--- src/rtl/nfc_pkg.sv ---
package nfc_pkg;
  typedef enum logic [3:0] {
    ST_IDLE, ST_CMD_LO, ST_CMD_HI, ST_ADR_LO, ST_ADR_HI,
    ST_WT_LO, ST_WT_HI, ST_RD_LO, ST_RD_HI
  } seqState_t;

  typedef struct packed {
    logic start;    // accepted command: latch it, clear counters and error
    logic capByte;  // sample flash data at this edge
    logic setErr;   // ready/busy wait timed out
  } seqStrobe_t;

  localparam logic [2:0] SEL_CMD   = 3'd0;
  localparam logic [2:0] SEL_CFG   = 3'd1;
  localparam logic [2:0] SEL_ADRLO = 3'd2;
  localparam logic [2:0] SEL_ADRHI = 3'd3;
  localparam logic [2:0] SEL_DTGT  = 3'd4;
  localparam logic [2:0] SEL_STGT  = 3'd5;

  localparam int START_BIT = 31;
  localparam int WAIT_BIT  = 15;
  localparam int OPC_LSB   = 16;
  localparam int MASK_LSB  = 24;
endpackage

--- src/rtl/nfc_ctrl.sv ---
module nfc_ctrl
  import nfc_pkg::*;
#(
  parameter int LEN_W = 12,
  parameter int TMO_W = 16
) (
  input  logic             clk,
  input  logic             rstN,
  input  logic             startReq,
  input  logic [31:0]      cmdWord,
  input  logic [39:0]      adrVec,
  input  logic [TMO_W-1:0] tmoLimit,
  input  logic [LEN_W-1:0] byteCnt,
  input  logic             nandRbN,
  output logic             busy,
  output seqStrobe_t       stb,
  output logic [7:0]       nandIoOut,
  output logic             nandIoOe,
  output logic             nandCle,
  output logic             nandAle,
  output logic             nandWeN,
  output logic             nandReN
);
  seqState_t state, stateNxt;
  logic [4:0] pendMask, pendMaskNxt;
  logic [TMO_W-1:0] tmoCnt;
  logic [2:0] curSel;
  logic [LEN_W-1:0] xferLen;
  logic tmoHit;
  seqState_t afterAdr;

  function automatic logic [2:0] topBit(input logic [4:0] m);
    logic [2:0] r;
    r = 3'd0;
    for (int i = 0; i < 5; i++) if (m[i]) r = 3'(i);
    return r;
  endfunction

  assign curSel  = topBit(pendMask);
  assign xferLen = cmdWord[LEN_W-1:0];
  assign tmoHit  = (tmoLimit != '0) && (tmoCnt == tmoLimit - 1'b1);
  assign busy    = (state != ST_IDLE);

  always_comb begin
    if (cmdWord[WAIT_BIT])    afterAdr = ST_WT_LO;
    else if (xferLen != '0)   afterAdr = ST_RD_LO;
    else                      afterAdr = ST_IDLE;
  end

  always_comb begin
    stateNxt    = state;
    pendMaskNxt = pendMask;
    stb         = '0;
    unique case (state)
      ST_IDLE: if (startReq) begin
        stb.start = 1'b1;
        stateNxt  = ST_CMD_LO;
      end
      ST_CMD_LO: stateNxt = ST_CMD_HI;
      ST_CMD_HI: begin
        pendMaskNxt = cmdWord[MASK_LSB +: 5];
        stateNxt    = (cmdWord[MASK_LSB +: 5] != '0) ? ST_ADR_LO : afterAdr;
      end
      ST_ADR_LO: stateNxt = ST_ADR_HI;
      ST_ADR_HI: begin
        pendMaskNxt         = pendMask;
        pendMaskNxt[curSel] = 1'b0;
        stateNxt            = (pendMaskNxt != '0) ? ST_ADR_LO : afterAdr;
      end
      ST_WT_LO: begin
        if (tmoHit) begin
          stb.setErr = 1'b1;
          stateNxt   = ST_IDLE;
        end else if (!nandRbN) stateNxt = ST_WT_HI;
      end
      ST_WT_HI: begin
        if (tmoHit) begin
          stb.setErr = 1'b1;
          stateNxt   = ST_IDLE;
        end else if (nandRbN) stateNxt = (xferLen != '0) ? ST_RD_LO : ST_IDLE;
      end
      ST_RD_LO: begin
        stb.capByte = 1'b1;
        stateNxt    = ST_RD_HI;
      end
      ST_RD_HI: stateNxt = (byteCnt == xferLen) ? ST_IDLE : ST_RD_LO;
      default: stateNxt = ST_IDLE;
    endcase
  end

  always_ff @(posedge clk or negedge rstN) begin
    if (!rstN) begin
      state    <= ST_IDLE;
      pendMask <= '0;
      tmoCnt   <= '0;
    end else begin
      state    <= stateNxt;
      pendMask <= pendMaskNxt;
      if (state == ST_WT_LO || state == ST_WT_HI) tmoCnt <= tmoCnt + 1'b1;
      else                                        tmoCnt <= '0;
    end
  end

  always_comb begin
    nandCle   = (state == ST_CMD_LO) || (state == ST_CMD_HI);
    nandAle   = (state == ST_ADR_LO) || (state == ST_ADR_HI);
    nandWeN   = !((state == ST_CMD_LO) || (state == ST_ADR_LO));
    nandReN   = (state != ST_RD_LO);
    nandIoOe  = nandCle || nandAle;
    nandIoOut = nandCle ? cmdWord[OPC_LSB +: 8] :
                nandAle ? adrVec[8*curSel +: 8] : 8'h00;
  end


  start_latch_chk: assert property (@(posedge clk) disable iff (!rstN)
    stb.start |=> (nandCle && !nandWeN && busy));

  cle_ale_excl_chk: assert property (@(posedge clk) disable iff (!rstN)
    !(nandCle && nandAle));

  we_pulse_chk: assert property (@(posedge clk) disable iff (!rstN)
    !nandWeN |=> nandWeN);

  re_pulse_chk: assert property (@(posedge clk) disable iff (!rstN)
    !nandReN |=> nandReN);

  wait_no_read_chk: assert property (@(posedge clk) disable iff (!rstN)
    (state == ST_WT_LO) |-> nandReN);
endmodule

--- src/rtl/nfc_dpath.sv ---
module nfc_dpath
  import nfc_pkg::*;
#(
  parameter int LEN_W      = 12,
  parameter int TMO_W      = 16,
  parameter int MAIN_BYTES = 2048
) (
  input  logic             clk,
  input  logic             rstN,
  input  logic             regWe,
  input  logic [2:0]       regSel,
  input  logic [31:0]      regWdata,
  output logic [31:0]      regRdata,
  input  logic             busy,
  input  seqStrobe_t       stb,
  input  logic [7:0]       nandIoIn,
  output logic             startReq,
  output logic [31:0]      cmdWord,
  output logic [39:0]      adrVec,
  output logic [TMO_W-1:0] tmoLimit,
  output logic [LEN_W-1:0] byteCnt,
  output logic             memWe,
  output logic [31:0]      memAddr,
  output logic [31:0]      memWdata
);
  localparam logic [LEN_W-1:0] MAIN_LIM = LEN_W'(MAIN_BYTES);

  logic [31:0] cfgReg, adrHi, dTgt, sTgt;
  logic [15:0] adrLo;
  logic        errFlag;
  logic [31:0] packWord, packNxt, wordAddr;
  logic [1:0]  lane;
  logic        lastByte;
  logic [LEN_W-1:0] laneBase;

  assign startReq = regWe && (regSel == SEL_CMD) && regWdata[START_BIT] && !busy;
  assign adrVec   = {adrLo[7:0], adrHi};
  assign tmoLimit = cfgReg[TMO_W-1:0];

  always_comb begin
    unique case (regSel)
      SEL_CMD:   regRdata = {busy, errFlag, 30'b0};
      SEL_CFG:   regRdata = cfgReg;
      SEL_ADRLO: regRdata = {16'b0, adrLo};
      SEL_ADRHI: regRdata = adrHi;
      SEL_DTGT:  regRdata = dTgt;
      SEL_STGT:  regRdata = sTgt;
      default:   regRdata = 32'b0;
    endcase
  end

  always_ff @(posedge clk or negedge rstN) begin
    if (!rstN) begin
      cfgReg <= '0; adrLo <= '0; adrHi <= '0; dTgt <= '0; sTgt <= '0;
      cmdWord <= '0;
    end else begin
      if (stb.start) cmdWord <= regWdata;
      if (regWe) begin
        unique case (regSel)
          SEL_CFG:   cfgReg <= regWdata;
          SEL_ADRLO: adrLo  <= regWdata[15:0];
          SEL_ADRHI: adrHi  <= regWdata;
          SEL_DTGT:  dTgt   <= {regWdata[31:2], 2'b00};
          SEL_STGT:  sTgt   <= {regWdata[31:2], 2'b00};
          default: ;
        endcase
      end
    end
  end

  assign lane     = byteCnt[1:0];
  assign lastByte = (byteCnt + 1'b1) == cmdWord[LEN_W-1:0];
  assign laneBase = {byteCnt[LEN_W-1:2], 2'b00};
  assign wordAddr = (byteCnt < MAIN_LIM) ? dTgt + 32'(laneBase)
                                         : sTgt + 32'(laneBase - MAIN_LIM);

  always_comb begin
    packNxt = (lane == 2'd0) ? 32'b0 : packWord;
    packNxt[8*lane +: 8] = nandIoIn;
  end

  always_ff @(posedge clk or negedge rstN) begin
    if (!rstN) begin
      errFlag <= 1'b0; byteCnt <= '0; packWord <= '0;
      memWe <= 1'b0; memAddr <= '0; memWdata <= '0;
    end else begin
      memWe <= 1'b0;
      if (stb.start) begin
        errFlag <= 1'b0;
        byteCnt <= '0;
      end else if (stb.setErr) errFlag <= 1'b1;
      if (stb.capByte) begin
        packWord <= packNxt;
        byteCnt  <= byteCnt + 1'b1;
        if (lane == 2'd3 || lastByte) begin
          memWe    <= 1'b1;
          memAddr  <= wordAddr;
          memWdata <= packNxt;
        end
      end
    end
  end


  wr_align_chk: assert property (@(posedge clk) disable iff (!rstN)
    memWe |-> (memAddr[1:0] == 2'b00));

  wr_in_busy_chk: assert property (@(posedge clk) disable iff (!rstN)
    memWe |-> busy);

  err_clear_chk: assert property (@(posedge clk) disable iff (!rstN)
    stb.start |=> !errFlag);
endmodule

--- src/rtl/nfc_seq.sv ---
module nfc_seq
  import nfc_pkg::*;
#(
  parameter int LEN_W      = 12,
  parameter int TMO_W      = 16,
  parameter int MAIN_BYTES = 2048
) (
  input  logic        clk,
  input  logic        rstN,
  input  logic        regWe,
  input  logic [2:0]  regSel,
  input  logic [31:0] regWdata,
  output logic [31:0] regRdata,
  input  logic [7:0]  nandIoIn,
  output logic [7:0]  nandIoOut,
  output logic        nandIoOe,
  output logic        nandCle,
  output logic        nandAle,
  output logic        nandWeN,
  output logic        nandReN,
  input  logic        nandRbN,
  output logic        memWe,
  output logic [31:0] memAddr,
  output logic [31:0] memWdata
);
  seqStrobe_t       stb;
  logic             busy, startReq;
  logic [31:0]      cmdWord;
  logic [39:0]      adrVec;
  logic [TMO_W-1:0] tmoLimit;
  logic [LEN_W-1:0] byteCnt;

  nfc_ctrl #(.LEN_W(LEN_W), .TMO_W(TMO_W)) uCtrl (
    .clk(clk), .rstN(rstN), .startReq(startReq), .cmdWord(cmdWord),
    .adrVec(adrVec), .tmoLimit(tmoLimit), .byteCnt(byteCnt),
    .nandRbN(nandRbN), .busy(busy), .stb(stb), .nandIoOut(nandIoOut),
    .nandIoOe(nandIoOe), .nandCle(nandCle), .nandAle(nandAle),
    .nandWeN(nandWeN), .nandReN(nandReN));

  nfc_dpath #(.LEN_W(LEN_W), .TMO_W(TMO_W), .MAIN_BYTES(MAIN_BYTES)) uDpath (
    .clk(clk), .rstN(rstN), .regWe(regWe), .regSel(regSel),
    .regWdata(regWdata), .regRdata(regRdata), .busy(busy), .stb(stb),
    .nandIoIn(nandIoIn), .startReq(startReq), .cmdWord(cmdWord),
    .adrVec(adrVec), .tmoLimit(tmoLimit), .byteCnt(byteCnt),
    .memWe(memWe), .memAddr(memAddr), .memWdata(memWdata));


  no_contention_chk: assert property (@(posedge clk) disable iff (!rstN)
    !(nandIoOe && !nandReN));
endmodule

--- config.mk ---
export PLATFORM = sky130hd
export DESIGN_NAME = nfc_seq
export DESIGN_NICKNAME = d
export VERILOG_FILES = /design/src/rtl/nfc_pkg.sv /design/src/rtl/nfc_ctrl.sv /design/src/rtl/nfc_dpath.sv /design/src/rtl/nfc_seq.sv
export SDC_FILE = /design/constraint.sdc
export NUM_CORES = 1
export LEC_CHECK = 0
export BUFFER_PORTS_ARGS = -buffer_cell sky130_fd_sc_hd__buf_2
export CORE_ASPECT_RATIO = 2
export CORE_MARGIN = 5
export CORE_UTILIZATION = 55
export DETAILED_ROUTE_END_ITERATION = 7
export HOLD_SLACK_MARGIN = 0.08
export PLACE_DENSITY = 0.75
export SLEW_MARGIN = 20
export SYNTH_ARGS = -nofsm -noshare
export SYNTH_HDL_FRONTEND = slang
export SYNTH_SLANG_ARGS = --single-unit
--- constraint.sdc ---
create_clock -name clk -period 4.5 [get_ports clk]
set_input_delay 0.9 -clock clk [delete_from_list [all_inputs] [get_ports clk]]
set_output_delay 0.9 -clock clk [all_outputs]
set_load 0.05 [all_outputs]
# Word level (Yosys, flattened, before mapping)
# Cells that the tools add are included.
# word_totals
inputBits	47
output_inout_bits	110
word_cells	119
reg_bits	304
# classes
eq_ne	21
n_addsub	7
n_lt_le_gt_ge	3
reduce_logical	32
shift	3
bitwise	2
mux	36
# ops
cell	count
one-hot mux 32 bit (6 select lines)	1
two-way mux 32 bit	2
variable part select 40 x 7 -> 8 bit	1
one-hot mux 4 bit (9 select lines)	1
negator 5 -> 34 bit	1
variable shift 8 x 34 -> 32 bit, first input constant	1
variable part select 8 x 34 -> 32 bit	1
adder 32 x 12 -> 32 bit	1
adder 32 bit	1
bitwise mux 32 bit	1
two-way mux 4 bit	7
equality test 12 bit	2
two-way mux 12 bit	2
adder 16 x 1 -> 16 bit, second input constant	1
equality test 16 bit	1
equality test 4 x 3 -> 1 bit, second input constant	4
two-way mux 16 bit	1
two-way mux 8 bit	2
nonzero test 16 bit	1
subtractor 16 x 1 -> 16 bit, second input constant	1
subtractor 12 x 12 -> 13 bit, second input constant	1
adder 12 x 1 -> 12 bit, second input constant	1
< comparator 12 bit, second input constant	1
two-way mux 3 bit	4
other kinds (31)	64

# Longest topological paths before layout
# Gate-level depths: netlist of the first run.
# logic_depth
word_depth	13
mapped_depth	12
depth_no_buf	11

# By module
# A second synthesis of the first run with hierarchy kept.
# unflattened
hier_cells	1671
hier_area_um2	17553.1
# by_module_without_submodules
mod	n_inst	area_each_um2	seq_area_each_um2	cells_per_inst
nfc_dpath	1	15006.9	7006.7	1352
nfc_ctrl	1	2546.2	625.6	319

# Worst setup path before layout of the first run
# Ideal clock, no wire load.
# synth_timing
path_type	input -> output
from	input port regSel[0]
to	output port regRdata[10]
path_slack_ns	0.033
path_buffers	4
arrival_time_ns	3.567
required_ns	3.600
cell_stages	6
cell_sequence	clkbuf_1 -> clkbuf_1 -> clkbuf_1 -> clkbuf_1 -> mux2i_1 -> o21ai_0
# synth_via
elab_chain_cells	2
elab_cells_between_ends	7
classes_between	5 x eq/ne; 1 x mux; 1 x reduce/logical
# synth_lines
element	line_no	rtl
from (decl)	nfc_seq.sv:11	input logic [2:0] regSel,
equality test 3 bit, or another cell as far along	nfc_dpath.sv:41	unique case (regSel)
one-hot mux 32 bit (6 select lines) *	nfc_dpath.sv:41	
to (decl)	nfc_seq.sv:13	output logic [31:0] regRdata,
# Mark *: on every way between the ends. The rest lies on a longest branch, timed or not.

# Worst setup path after layout of the first run
# layout_timing
from	register uCtrl.pendMask[2]
to	output port nandIoOut[2]
# layout_via
elab_chain_cells	6
# layout_lines
element	line_no	rtl
from (decl)	nfc_ctrl.sv:25	logic [4:0] pendMask, pendMaskNxt;
from (signal assigned)	nfc_ctrl.sv:98	pendMask <= pendMaskNxt;
two-way mux 2 bit (2 in series)	nfc_ctrl.sv:35	for (int i = 0; i < 5; i++) if (m[i]) r = 3'(i);
two-way mux 3 bit	nfc_ctrl.sv:35	
variable part select 40 x 7 -> 8 bit	nfc_ctrl.sv:111	nandAle ? adrVec[8*curSel +: 8] : 8'h00;
two-way mux 8 bit	nfc_ctrl.sv:111	
two-way mux 8 bit	nfc_ctrl.sv:110	nandIoOut = nandCle ? cmdWord[OPC_LSB +: 8] :
to (decl)	nfc_seq.sv:15	output logic [7:0] nandIoOut,
# Every way passes these cells.

==> results.cfg, run 1 <==
[finish]
nFillCells = 2584
nets = 1890
drive_gt1_share_pct = 23.6
area_growth_pct = 12.3

[floorplanning]
die_y_um = 259
placementRows = 91
die_w_um = 134
ios = 157
start_util_pct = 55.3
die_area_sq_mm = 0.0347
core_sq_mm = 0.0307

[sta]
worst_pin_slew_ps = 962
slew_headroom_pct = 35.4
hold_viol_final = 0
setup_viol = 0
final_max_slew_viol_count = 0
fmax_mhz = 262
finalCriticalPeriod_ps = 3810
rsz0062_at_grt = no
finalWorstSetupSlack_ps = 690
fin_tns_setup_ps = 0
period_share_pct = 84.7
fin_skew_ps = 11.6
holdWs_ps = 340

[yosys]
synthCells = 1670
synth_area_sq_mm = 0.0170
yosysSeqAreaShare_pct = 44.0
yosys_most_used_dff = dfrtp_1
synth-seq-cells = 299
syn_area_per_cell_sq_um = 10.2
synthAdderAreaFrac_pct = 3.83
synthArstFlopShare_pct = 100
yosysWarningCount = 0
synthXorXnorAreaFrac_pct = 4.07
synth-compound-area-share_pct = 15.9
yosys.area_share.simple_pct = 12.7
synth_top_family_by_area = multiplexers
synthMuxAreaShare_pct = 16.3
synth-edff-count = 0
synth_cell_types = 73

[placed_design]
place_ws_ps = 853
place_congestion = 0.976
dp_hpwl_um = 36800
place.port_buffers = 154

[routing]
wl_per_cell_um = 22.5
vias_per_cell = 6.35
drt_iter0_drc = 869
wirelength_um = 49100
first_pass_iters = 7
drc = 0
antenna_left = 0
vias = 13900

[global_route]
grt_pass1_vias = 14200
grt_remaining_overflow = 0
grt_pass1_wl_um = 76800
grtUsageTotal_pct = 27.9
grt_start_max_net_pins = 88
antenna_found_initial = 2

[cts]
clk_latency_ps = 550
post_cts_resize_count = 0
cts_tree = done
cts_max_level = 1
clk_pin_slew_worst_paths_ps = 70
cts_buffers = 27
cts_setup_buffers = 0
cts.sinks = 299
cts.path.max_buffers = 3
cts_root_buffer = clkbuf_16
cts-hold-fix-buffers = 0

[power_and_ir_drop]
ir_drop_uv = 460
power.density_mw_per_mm2 = 695
p_leak_nw = 8.59

[worst_setup_path]
worstPathArrival_ps = 2910
reg2reg_slack_ps = 800
required_ps = 3600
path_max_fanout = 15
end_kind = primary output
start_kind = register
critPathKind = reg2out

[flow_run]
drv_cap = 0

[worst_hold_path]
hp-class = in2async

[run_status]
status = complete, no violations
-- synthesized netlist by cell type (14+ instances only) --
cell	number	area, sq um
mux2i_1	76	761
o22ai_1	22	138
nand2b_1	21	131
nand3_1	38	190
xnor2_1	49	429
o21ai_0	95	475
inv_1	32	120
or3_1	14	87.6
nor3_1	20	100
clkbuf_1	64	240
nor4_1	14	87.6
nand2_1	104	390
buf_1	17	63.8
mux2_2	170	1910
nor2_1	133	499
a31oi_1	14	87.6
a22oi_1	37	278
and3_1	15	93.8
dfrtp_1	299	7480
a21o_1	14	105
a22o_1	35	307
a21oi_1	116	581
a211o_1	19	166
nand4_1	15	93.8
and2_1	15	93.8
xor2_1	30	263
ha_1	48	601
-- cell families (layout without fill, tap and decap cells) --
family / count (synthesis) / count (layout)
xor+xnor: 79 / 79
other cells: 1 / 4
simple gates: 439 / 439
flops: 299 / 299
fa+ha+maj: 51 / 51
mux: 250 / 250
buf+inv: 129 / 270
compound gates: 422 / 422
-- stage by stage --
step,utilization (%),std cells,area [sq um],total power [mW]
2_1_floorplan,-,1671,17000,9.09
3_3_place_gp,59.1,2136,18200,10.7
3_5_place_dp,59.1,2136,18200,10.9
4_1_cts,62.0,2184,19100,13.3
5_1_grt,62.0,2186,19100,14.0
6_report,62.0,2186,19100,13.3
-- sequential cells by signal (all words and copies together) (netlist names), 26 cells and up --
name,flops
uDpath.cmdWord,26
uDpath.memWdata,32
uDpath.sTgt,30
uDpath.packWord,32
uDpath.cfgReg,32
uDpath.adrHi,32
uDpath.memAddr,30
uDpath.dTgt,30
-- power breakdown --
part	switching [mW]	internal, mW
clock network	1.04	1.33
registers	0.871	3.50
logic	4.17	2.35
total	6.07	7.18
-- per-layer routing --
metal  vias up  GRT usage, %  wire, um
li1       6364             -         -
met1      6858          30.0     17300
met2       496          51.5     26200
met3       168          2.91      2370
met4         0          17.2      3230
met5         -             0         0
-- cells in the final DEF (no fill, tap or decap), types with 19 or more instances in the layout --
master / Yosys / layout
a211o_1: 19 / 19
a21oi_1: 116 / 116
a22o_1: 35 / 35
a22oi_1: 37 / 37
buf_2: 10 / 152
buf_4: 3 / 32
clkbuf_16: 0 / 27
dfrtp_1: 299 / 299
ha_1: 48 / 48
inv_1: 32 / 32
mux2_2: 170 / 170
mux2i_1: 76 / 76
nand2_1: 104 / 104
nand2b_1: 21 / 21
nand3_1: 38 / 38
nor2_1: 133 / 133
nor3_1: 20 / 20
o21ai_0: 95 / 95
o22ai_1: 22 / 22
xnor2_1: 49 / 49
xor2_1: 30 / 30
-- critical path, stage by stage, from the launching register on --
cell and delay (ps):
dfrtp_1 660, inv_1 80, a21oi_1 140, buf_4 220, mux2i_1 160, nor2_1 120, a21oi_1 50, o21ai_0 200
mux2i_1 100, o21ai_0 290, buf_2 330
-- final timing paths --
check | endpoint | startpoint | cells after the start
max | nandIoOut[2] | uCtrl.pendMask[2] | 10
min | uDpath.packWord[6] | rstN | 1
max reg2reg | uDpath.memAddr[5] | uDpath.byteCnt[0] | 10
min reg2reg | uDpath.packWord[29] | uDpath.packWord[29] | 1
max in group asynchronous | uDpath.adrHi[25] | rstN | 2
min in group clk | uDpath.packWord[29] | uDpath.packWord[29] | 1
-- cell type report --
class,instances,area (sq um),area share [%]
Tap cell,372,465,2.44
Antenna cell,2,5.00,0.0262
Sequential cell,299,7480,39.2
Inverter,33,124,0.649
Timing Repair Buffer,189,1100,5.75
Multi-Input combinational cell,1243,9010,47.3
Clock inverter,12,148,0.774
Clock buffer,36,739,3.88
(Power assumes the default switching activity.)
==> inputs of run 2 (changes only) <==
--- a/config.mk
+++ b/config.mk
@@ -5,13 +5,14 @@
 export SDC_FILE = /design/constraint.sdc
 export NUM_CORES = 1
 export LEC_CHECK = 0
+export ABC_AREA = 1
 export BUFFER_PORTS_ARGS = -buffer_cell sky130_fd_sc_hd__buf_2
 export CORE_ASPECT_RATIO = 2
 export CORE_MARGIN = 5
 export CORE_UTILIZATION = 55
 export DETAILED_ROUTE_END_ITERATION = 7
 export HOLD_SLACK_MARGIN = 0.08
-export PLACE_DENSITY = 0.75
+export PLACE_DENSITY = 0.78
 export SLEW_MARGIN = 20
 export SYNTH_ARGS = -nofsm -noshare
 export SYNTH_HDL_FRONTEND = slang
==> constraint.sdc (replaced) <==
create_clock -name clk -period 3.4 [get_ports clk]
set_input_delay 0.68 -clock clk [delete_from_list [all_inputs] [get_ports clk]]
set_output_delay 0.68 -clock clk [all_outputs]
set_load 0.05 [all_outputs]
==> results.cfg, run 2 <==
[finish]
num_antenna_cells = 0
nFillCells = 2915
multiInputGateArea_sq_mm = 0.00867
area_growth_pct = 13.2
layout_common_cells = 724 x nand2_1, 299 x dfrtp_1, 290 x o21ai_0
seqCellArea_sq_mm = 0.00748
layout_commonest_cell = nand2_1
drive_gt1_share_pct = 10.3
nets = 2629

[power_and_ir_drop]
p_leak_nw = 9.97
power.density_mw_per_mm2 = 728
ir_drop_uv = 552

[global_route]
grt_pass1_wl_um = 93800
grt_most_used_layer = met2
antenna_found_initial = 0
use_met2_pct = 60.8
met1_usage_pct = 36.9
grt_pass1_vias = 17300
grtUsageTotal_pct = 33.5
grt_remaining_overflow = 0
use_met3_pct = 3.91
grt_start_max_net_pins = 136

[yosys]
synth-seq-cells = 299
yosysTopAreaCell = dfrtp_1
yosysSeqAreaShare_pct = 42.7
synth_top_area_share_pct = 42.7
synth_area_sq_mm = 0.0175
synth-edff-count = 0
synthArstFlopShare_pct = 100
synth_cell_types = 49
post-synth-top-count-cell = nand2_1
synthCells = 2399
yosys-top-cells-count = 724 x nand2_1, 299 x dfrtp_1, 291 x o21ai_0, 259 x inv_1, 177 x nand3_1
yosys_most_used_dff = dfrtp_1
yosysWarningCount = 0
syn_area_per_cell_sq_um = 7.31
synthTopCellsByArea = dfrtp_1 43%, nand2_1 15%, o21ai_0 8.3%

[routing]
drc = 0
vias = 17300
drt_iter0_drc = 1256
antenna_left = 0
wirelength_um = 60400
vias_per_cell = 5.82
first_pass_iters = 8
wl_per_cell_um = 20.3

[placed_design]
place_congestion = 0.967
place_ws_ps = 366
dp_hpwl_um = 46800
place.port_buffers = 154

[worst_setup_path]
cpPeakStageDelay_ps = 420
worstPathArrival_ps = 2600
reg2reg_slack_ps = 490
path_max_fanout = 17
critPathKind = reg2out
worstReg2RegEnd = uDpath.memWdata[26]
worstPathCellList = a21oi_1 -> nor2_1 -> buf_4 -> clkinvlp_4 -> a21oi_1 -> o21ai_0 -> o21ai_0 -> o21ai_1 -> buf_2
regToRegStartpoint = uDpath.byteCnt[0]
start_kind = register
end_kind = primary output
rr_worst_depth = 15
slowest_stage = dfrtp_1
required_ps = 2720

[worst_hold_path]
hp-class = in2async

[cts]
cts-hold-fix-buffers = 0
cts_max_level = 1
cts.sinks = 299
clk_pin_slew_worst_paths_ps = 70
cts.path.max_buffers = 3
clk_latency_ps = 570
cts_root_buffer = clkbuf_16
cts_tree = done
cts_buffers = 28

[sta]
final_max_slew_viol_count = 0
worst_pin_slew_ps = 992
finalWorstSetupSlack_ps = 121
rsz0062_at_grt = no
hold_viol_final = 0
setup_viol = 0
fmax_mhz = 305
period_share_pct = 96.4
fin_skew_ps = 12.4
finalCriticalPeriod_ps = 3280
slew_headroom_pct = 33.7
fin_tns_setup_ps = 0

[run_status]
status = complete, no violations

[floorplanning]
ios = 157
die_w_um = 136
die_y_um = 263
start_util_pct = 55.6
placementRows = 92
core_sq_mm = 0.0315
die_area_sq_mm = 0.0358

[flow_run]
drv_cap = 0
[run 2: worst max path at each step]
stage,cells after the start,slack (ps),endpoint,startpoint
floorplan,8,90,nandIoOut[5],uCtrl.pendMask[2]
global placement,10,320,regRdata[30],regSel[0]
detailed placement,10,370,regRdata[30],regSel[0]
CTS,10,20,nandIoOut[5],uCtrl.pendMask[2]
global route,10,30,nandIoOut[5],uCtrl.pendMask[2]
finish,9,120,nandIoOut[6],uCtrl.pendMask[1]
[run 2: logic make-up (layout without fill, tap and decap cells)]
family                   count (synthesis)  in the layout  share of synthesized area, %
AO/OA/AOI/OAI                          501            501                          16.1
XOR/XNOR                                50             50                          2.50
adder cells (fa/ha/maj)                 50             50                          3.65
buffers and inverters                  356            508                          7.99
flip-flops                             299            299                          42.7
multiplexers                             1              1                        0.0571
other                                    1              2                        0.0214
AND/OR/NAND/NOR                       1141           1141                          27.0
[run 2: final cells by class]
cell class | count | area share [%]
clock inverter | 14 | 0.889
multi-input combinational | 1745 | 43.7
tap | 423 | 2.67
sequential | 299 | 37.7
inverter | 266 | 5.05
timing repair buffer | 192 | 5.94
clock buffer | 36 | 4.04
[run 2: metrics by stage]
| step | util, % | hold slack (ps) | total power, mW | std cells | instance area (sq um) |
|---|---|---|---|---|---|
| after detailed placement | 59.7 | 453 | 11.0 | 2924 | 18800 |
| after floorplan | - | 384 | 9.11 | 2400 | 17500 |
| final | 62.9 | 106 | 14.4 | 2975 | 19800 |
| after global routing | 62.9 | 164 | 15.3 | 2975 | 19800 |
| after global placement | 59.7 | 451 | 10.9 | 2924 | 18800 |
| after CTS | 62.9 | 131 | 14.4 | 2974 | 19800 |
[run 2: what timing repair did]
action                     in CTS  in global routing
resized for setup               2                  3
setup endpoints to repair       4                  5
buffers inserted                0                  1
[run 2: power breakdown]
part / total (mW) / switching, mW / internal [mW]
registers: 5.12 / 0.779 / 4.34
logic: 5.95 / 4.18 / 1.77
clock network: 3.37 / 1.41 / 1.96
total: 14.4 / 6.37 / 8.07
[run 2: metal layers]
| layer | up-vias | wire length (um) |
|---|---|---|
| met1 | 8161 | 21300 |
| li1 | 8183 | - |
| met2 | 752 | 31600 |
| met3 | 230 | 3300 |
| met4 | 0 | 4260 |
| met5 | - | 0 |
[run 2: worst max-delay path: cells and delay by family, from the launching register on]
kind | cells | cell delay (ps)
buffers and inverters | 3 | 680
flip-flops | 1 | 420
AO/OA/AOI/OAI | 5 | 830
AND/OR/NAND/NOR | 1 | 80
